===== src/rtl/dbell_pkg.sv =====
package dbell_pkg;
  // bit positions inside the status word
  localparam int STS_MSG = 0;
  localparam int STS_DB  = 1;
  localparam int STS_MC  = 2;
endpackage


===== src/rtl/dbell_flag_bank.sv =====
module dbell_flag_bank #(
  parameter int W = 32
) (
  input  logic         clk,
  input  logic         rst_n,
  input  logic [W-1:0] set_mask,
  input  logic [W-1:0] clr_mask,
  output logic [W-1:0] flags
);
  // one sticky cell per flag; a set outranks a clear in the same cycle
  for (genvar i = 0; i < W; i++) begin : g_cell
    always_ff @(posedge clk or negedge rst_n) begin
      if (!rst_n)           flags[i] <= 1'b0;
      else if (set_mask[i]) flags[i] <= 1'b1;
      else if (clr_mask[i]) flags[i] <= 1'b0;
    end
  end

  p_set_lands_r2: assert property (@(posedge clk) disable iff (!rst_n)
    (|set_mask) |=> ((flags & $past(set_mask)) == $past(set_mask)));

  p_clear_lands_r3: assert property (@(posedge clk) disable iff (!rst_n)
    (|(clr_mask & ~set_mask)) |=> ((flags & $past(clr_mask & ~set_mask)) == '0));

  p_untouched_hold_r4: assert property (@(posedge clk) disable iff (!rst_n)
    1'b1 |=> (((flags ^ $past(flags)) & ~$past(set_mask | clr_mask)) == '0));
endmodule


===== src/rtl/dbell_status.sv =====
module dbell_status #(
  parameter int W = 32
) (
  input  logic         clk,
  input  logic         rst_n,
  input  logic         msg_evt,
  input  logic         msg_clr,
  input  logic         db_pend,
  input  logic         mc_pend,
  output logic [W-1:0] sts_word
);
  import dbell_pkg::*;

  logic msg_q;

  always_ff @(posedge clk or negedge rst_n) begin
    if (!rst_n)       msg_q <= 1'b0;
    else if (msg_evt) msg_q <= 1'b1;
    else if (msg_clr) msg_q <= 1'b0;
  end

  always_comb begin
    sts_word          = '0;
    sts_word[STS_MSG] = msg_q;
    sts_word[STS_DB]  = db_pend;
    sts_word[STS_MC]  = mc_pend;
  end

  p_msg_set_r10: assert property (@(posedge clk) disable iff (!rst_n)
    msg_evt |=> msg_q);

  p_msg_clear_r10: assert property (@(posedge clk) disable iff (!rst_n)
    (msg_clr && !msg_evt) |=> !msg_q);
endmodule


===== src/rtl/dbell_rd_mux.sv =====
module dbell_rd_mux #(
  parameter int             W      = 32,
  parameter int             ADDR_W = 8,
  parameter logic [ADDR_W-1:0] OFS_DB  = 8'h80,
  parameter logic [ADDR_W-1:0] OFS_STS = 8'h68
) (
  input  logic [ADDR_W-1:0] addr,
  input  logic [W-1:0]      flags,
  input  logic [W-1:0]      sts_word,
  output logic [W-1:0]      rd_data
);
  always_comb begin
    unique case (addr)
      OFS_DB:  rd_data = flags;
      OFS_STS: rd_data = sts_word;
      default: rd_data = '0;
    endcase
  end
endmodule


===== src/rtl/dbell_mailbox.sv =====
module dbell_mailbox #(
  parameter int                W       = 32,
  parameter int                ADDR_W  = 8,
  parameter logic [ADDR_W-1:0] OFS_DB  = 8'h80,
  parameter logic [ADDR_W-1:0] OFS_STS = 8'h68
) (
  input  logic              clk,
  input  logic              rst_n,
  input  logic              ext_wr_en,
  input  logic [W-1:0]      ext_wr_data,
  output logic [W-1:0]      ext_rd_data,
  input  logic              loc_wr_en,
  input  logic [ADDR_W-1:0] loc_addr,
  input  logic [W-1:0]      loc_wr_data,
  output logic [W-1:0]      loc_rd_data,
  input  logic              msg_evt,
  output logic              db_irq,
  output logic              mc_irq
);
  localparam int MC_BIT = W - 1;

  logic [W-1:0] flags, sts_word, set_mask, clr_mask;
  logic         hit_db, hit_sts;

  assign hit_db   = loc_wr_en && (loc_addr == OFS_DB);
  assign hit_sts  = loc_wr_en && (loc_addr == OFS_STS);
  assign set_mask = ext_wr_en ? ext_wr_data : '0;
  assign clr_mask = hit_db ? loc_wr_data : '0;

  dbell_flag_bank #(.W(W)) u_bank (
    .clk(clk), .rst_n(rst_n),
    .set_mask(set_mask), .clr_mask(clr_mask), .flags(flags)
  );

  assign db_irq = |flags[MC_BIT-1:0];
  assign mc_irq = flags[MC_BIT];

  dbell_status #(.W(W)) u_sts (
    .clk(clk), .rst_n(rst_n),
    .msg_evt(msg_evt), .msg_clr(hit_sts && loc_wr_data[dbell_pkg::STS_MSG]),
    .db_pend(db_irq), .mc_pend(mc_irq), .sts_word(sts_word)
  );

  dbell_rd_mux #(.W(W), .ADDR_W(ADDR_W), .OFS_DB(OFS_DB), .OFS_STS(OFS_STS)) u_rd (
    .addr(loc_addr), .flags(flags), .sts_word(sts_word), .rd_data(loc_rd_data)
  );

  assign ext_rd_data = flags;

  p_db_rise_cause_r6: assert property (@(posedge clk) disable iff (!rst_n)
    $rose(db_irq) |-> $past(ext_wr_en && (|ext_wr_data[MC_BIT-1:0])));

  p_mc_rise_cause_r7: assert property (@(posedge clk) disable iff (!rst_n)
    $rose(mc_irq) |-> $past(ext_wr_en && ext_wr_data[MC_BIT]));

  p_mc_fall_cause_r7: assert property (@(posedge clk) disable iff (!rst_n)
    $fell(mc_irq) |-> $past(hit_db && loc_wr_data[MC_BIT]));
endmodule


===== config.mk =====
export PLATFORM = sky130hd
export DESIGN_NAME = dbell_mailbox
export DESIGN_NICKNAME = d
export VERILOG_FILES = /design/src/rtl/dbell_pkg.sv /design/src/rtl/dbell_flag_bank.sv /design/src/rtl/dbell_status.sv /design/src/rtl/dbell_rd_mux.sv /design/src/rtl/dbell_mailbox.sv
export SDC_FILE = /design/constraint.sdc
export NUM_CORES = 1
export LEC_CHECK = 0
export ABC_AREA = 1
export ABC_CLOCK_PERIOD_IN_PS = 1900
export CORE_AREA = 2 2 66 131
export DETAILED_ROUTE_END_ITERATION = 12
export DIE_AREA = 0 0 68 133
export SYNTH_ARGS = -nofsm -noshare
export SYNTH_HDL_FRONTEND = slang
export SYNTH_SLANG_ARGS = --single-unit

===== constraint.sdc =====
create_clock -name clk -period 1.9 [get_ports clk]
set_clock_uncertainty 0.05 [all_clocks]
set_input_delay 0.285 -clock clk [delete_from_list [all_inputs] [get_ports clk]]
set_output_delay 0.285 -clock clk [all_outputs]
set_load 0.02 [all_outputs]

# After elaboration in Yosys (flattened, before gate mapping)
# Index checks and enable logic that the tools add are counted.
# Widths: inputs -> output; s select.
[word_totals]
regBits = 33
inputBits = 77
output_inout_bits = 66
[op_classes]
n_eq_ne = 2
mux = 69
reduce_logical = 37
[op_table]
columns = ["op", "n"]
rows = [
  ["$mux 1", 66],
  ["$reduce_bool 2->1", 33],
  ["$mux 32", 2],
  ["$pmux 32 s2", 1],
  ["$reduce_or 31->1", 1],
  ["$eq 8x7->1 const B", 1],
  ["$eq 8x8->1 const B", 1],
  ["$logic_and 1x1->1", 3],
]

# Longest topological paths before layout
[logic_depth]
ltp_word = 5
depth_mapped = 8
mapped_depth_nobuf = 7

# Cells and area by module
# From an unflattened synthesis, not the netlist that was laid out.
[hier_totals]
hier_cells = 499
area_unflattened_um2 = 3213.1
[by_module_without_submodules]
columns = ["module", "instances", "cells_each", "area_each_um2", "seq_area_each_um2"]
rows = [
  ["dbell_flag_bank", 1, 160, 1281.2, 800.8],
  ["dbell_mailbox", 1, 174, 993.5, 0.0],
  ["dbell_rd_mux", 1, 127, 654.4, 0.0],
  ["dbell_status", 1, 38, 284.0, 25.0],
]

# Worst setup path after synthesis
# Ideal clock, no wire load.
[synth_timing]
path_type = "input to output"
start = "input loc_addr[7]"
end = "output loc_rd_data[10]"
arrival_ns = 1.147
t_required_ns = 1.565
setup_slack_ns = 0.418
cell_stages = 7
path_buffers = 1
cell_sequence = "inv_1 > nor2_1 > nand2_1 > nor2_8 > inv_2 > buf_2 > nor2_1"
[synth_between]
elab_chain_cells = 2
elab_cells_between_ends = 3
classes_between = "eq/ne (2); mux (1)"
[synth_rtl]
columns = ["item", "line", "rtl"]
rows = [
  ["start: declaration", "dbell_mailbox.sv:13", "input logic [ADDR_W-1:0] loc_addr,"],
  ["$eq 8x7->1 or $eq 8x8->1 (tied branches)", "dbell_rd_mux.sv:13", "unique case (addr)"],
  ["$pmux 32 s2 (*)", "dbell_rd_mux.sv:13", ""],
  ["end: declaration", "dbell_mailbox.sv:15", "output logic [W-1:0] loc_rd_data,"],
]
# Mark *: on every way between the ends. The rest lies on a longest branch, timed or not.

# Worst setup path in the final report
[layout_timing]
start = "register u_bank.flags[11]"
end = "output loc_rd_data[1]"
[layout_between]
elab_chain_cells = 2
[layout_rtl]
columns = ["item", "line", "rtl"]
rows = [
  ["start: declaration", "dbell_flag_bank.sv:8", "output logic [W-1:0] flags"],
  ["start signal: indexed assignment", "dbell_flag_bank.sv:13", "if (!rst_n) flags[i] <= 1'b0;"],
  ["start signal: indexed assignment", "dbell_flag_bank.sv:14", "else if (set_mask[i]) flags[i] <= 1'b1;"],
  ["start signal: indexed assignment", "dbell_flag_bank.sv:15", "else if (clr_mask[i]) flags[i] <= 1'b0;"],
  ["$reduce_or 31->1", "dbell_mailbox.sv:35", "assign db_irq = |flags[MC_BIT-1:0];"],
  ["$pmux 32 s2", "dbell_rd_mux.sv:13", ""],
]
# Every way passes these cells.

==> impl_metrics.json <==
{
  "status": "finished clean",
  "swShare_pct": 20.3,
  "gr-total-overflow": 0,
  "drt-total-wl_microns": 7460,
  "max_cap_viol_count": 0,
  "path_class": "register to primary output",
  "seqPwrFrac_pct": 37.0,
  "drv_slew": 0,
  "wl_per_cell_microns": 13.0,
  "slew_headroom_pct": 49.1,
  "ctsHoldBuffers": 0,
  "synth.avg_cell_area_sq_um": 6.82,
  "cts_num_sinks": 33,
  "p_per_area_mw_per_mm2": 481,
  "clkPwrFrac_pct": 49.5,
  "portBuffers": 142,
  "rsz0062_at_grt": "false",
  "ys_ff_latch": 33,
  "antenna_cells": 0,
  "synthTopCellsByArea": "dfrtp_1 42%, nand2_1 23%, nand3_1 8.1%",
  "fin_area_sq_mm": 0.00398,
  "netlist_area_sq_mm": 0.00198,
  "clk_pin_slew_ns": 0.06,
  "p_switching_mw": 0.389,
  "insertion_delay_ns": 0.27,
  "worstSetupEndpointType": "primary output",
  "dp_hpwl_microns": 5630,
  "drtPass1Iterations": 4,
  "cts_inserted_buffers": 5,
  "leakage_nw": 2.17,
  "place.gp.congestion": 0.734,
  "die_area_sq_mm": 0.00904,
  "synthXorXnorAreaFrac_pct": 0,
  "hold_violations": 0,
  "path_max_fanout": 2,
  "arrival_ns": 1.41,
  "finalSetupTns_ns": 0,
  "fillers": 833,
  "setup_viol": 0,
  "grt_use_met1_pct": 21.1,
  "initial_core_util_pct": 24.4,
  "via_per_inst": 4.27,
  "grt_start_max_net_pins": 34,
  "muxShareOfSynthArea_pct": 0,
  "post_cts_buffers": 0,
  "p_int_mw": 1.52,
  "yosysSeqAreaShare_pct": 41.8,
  "syn_nets": 367,
  "core_area_sq_mm": 0.00812,
  "die_y_microns": 133,
  "grt_use_met2_pct": 27.3,
  "period_share_pct": 91.7,
  "h-tree-depth": 2,
  "placed_area_sq_mm": 0.00381,
  "rows": 47,
  "drc": 0,
  "worst_pin_slew_ns": 0.763,
  "synthSimpleGateAreaFrac_pct": 47.2,
  "combPwrFrac_pct": 13.5,
  "vias": 2443,
  "max_freq_mhz": 574,
  "pin_count": 143,
  "start_kind": "register",
  "layout-drive-gt1-share_pct": 25.3,
  "yosysTopAreaCell": "dfrtp_1",
  "gr-max-usage-layer": "met2",
  "synth_top_family_by_area": "simple AND/OR/NAND/NOR gates",
  "synthAdderAreaFrac_pct": 0,
  "tritoncts": "yes",
  "finalNetCount": 550,
  "drt_iter0_drc": 89,
  "clk_path_buf_depth": 2,
  "cp_data_required_time_ns": 1.56,
  "ys_types": 18,
  "grt_use_total_pct": 17.1,
  "cts_root_buf": "clkbuf_16",
  "area_growth_pct": 101,
  "antenna_found_initial": 0,
  "irDropWorstVdd_mv": 0.482,
  "grt_pass1_wl_microns": 11700,
  "fp.dieW_microns": 68,
  "synth_top_area_share_pct": 41.8,
  "ys_warn_count": 0,
  "synth_compound_area_share_pct": 0.253,
  "antenna_left": 0,
  "met3_usage_pct": 6.38,
  "fin_crit_ns": 1.74,
  "hold_path_class": "input port to async pin",
  "syn_inst": 290,
  "grt_pass1_vias": 2497
}
cells in the final DEF (no fill, tap or decap), types with 4 or more instances in the layout:
cell type	instances
buf_6	4
inv_1	30
clkdlybuf4s50_1	100
nor2_4	10
clkbuf_16	6
nand3_1	32
buf_2	15
buf_4	59
nor2_2	14
nor2_1	28
dlymetal6s2s_1	8
nand2_1	118
dfrtp_1	33
flip-flops by register name, summed over array words and instances, names as in the netlist:
| signal | flops |
|---|---|
| u_bank.flags | 32 |
| u_sts.msg_q | 1 |
routing by layer:
| layer | vias up | wire [microns] |
|---|---|---|
| met5 | - | 0 |
| met4 | 0 | 98 |
| met3 | 6 | 970 |
| met2 | 131 | 3460 |
| met1 | 1072 | 2930 |
| li1 | 1234 | - |
stage by stage:
stage | util (%) | worst slack, ns | cells | power (mW) | hold WS (ns)
after floorplan | - | 0.418 | 290 | 0.773 | -0.0606
after global placement | 47.0 | -0.492 | 563 | 0.978 | 0.350
after detailed placement | 47.0 | -0.517 | 563 | 0.979 | 0.357
after CTS | 47.7 | -0.0591 | 571 | 1.94 | 0.0533
after global routing | 49.0 | 0.0117 | 572 | 1.97 | 0.0878
final | 49.0 | 0.157 | 572 | 1.91 | 0.0309
synth_stat cells (all sizes together):
cell type  number
nor3            2
dfrtp          33
and2            1
nand3          32
inv            32
nand2         120
nand4           2
o21ai           1
clkbuf          6
buf             8
nor2           53
cell families (layout without fill, tap and decap cells):
group           count (synthesis)  in the layout
buf+inv                        46            230
flops                          33             33
simple gates                  210            210
compound gates                  1              1
power by group through the flow:
stage | Combinational [mW] | Clock, mW | Sequential, mW
after floorplan | 0.0488 | 0 | 0.724
after global placement | 0.258 | 0 | 0.720
after detailed placement | 0.259 | 0 | 0.720
after CTS | 0.260 | 0.968 | 0.708
after global routing | 0.281 | 0.984 | 0.708
final | 0.259 | 0.947 | 0.708
worst paths after layout:
kind / start / to / slack [ns] / cells after the start
max in group asynchronous: rst_n / u_bank.flags[12] / 1.28 / 1
hold reg to reg: u_sts.msg_q / u_sts.msg_q / 0.43 / 2
min in group clk: loc_addr[0] / u_sts.msg_q / 0.35 / 5
setup reg to reg: u_bank.flags[1] / u_bank.flags[1] / 1.08 / 3
hold / removal: rst_n / u_bank.flags[5] / 0.03 / 1
setup / recovery: u_bank.flags[11] / loc_rd_data[1] / 0.16 / 7
worst max-delay path: stages, from the launching register on:
cell and delay, ns:
dfrtp_1 0.38, nor2_1 0.13, nand2_1 0.08, nor2_2 0.14
nand2_1 0.07, o21ai_1 0.11, nand2_1 0.06, buf_2 0.16
area by class of cell:
cell class              instances  area, sq um  area share [%]
well taps                      98          123            3.08
repair buffers                190         1750            44.0
multi-input cells             211          982            24.7
clock buffers                   7          143            3.59
flip-flops and latches         33          826            20.8
clock inverters                 1         30.0           0.755
inverters                      32          125            3.15
timing repair:
action                                  in CTS  in global routing
cloned                                       0                  1
gates resized for setup                    144                 41
endpoints found under the setup margin      33                 33
pin swaps                                    0                  6
Note: power is estimated with default switching activity, not from simulation.
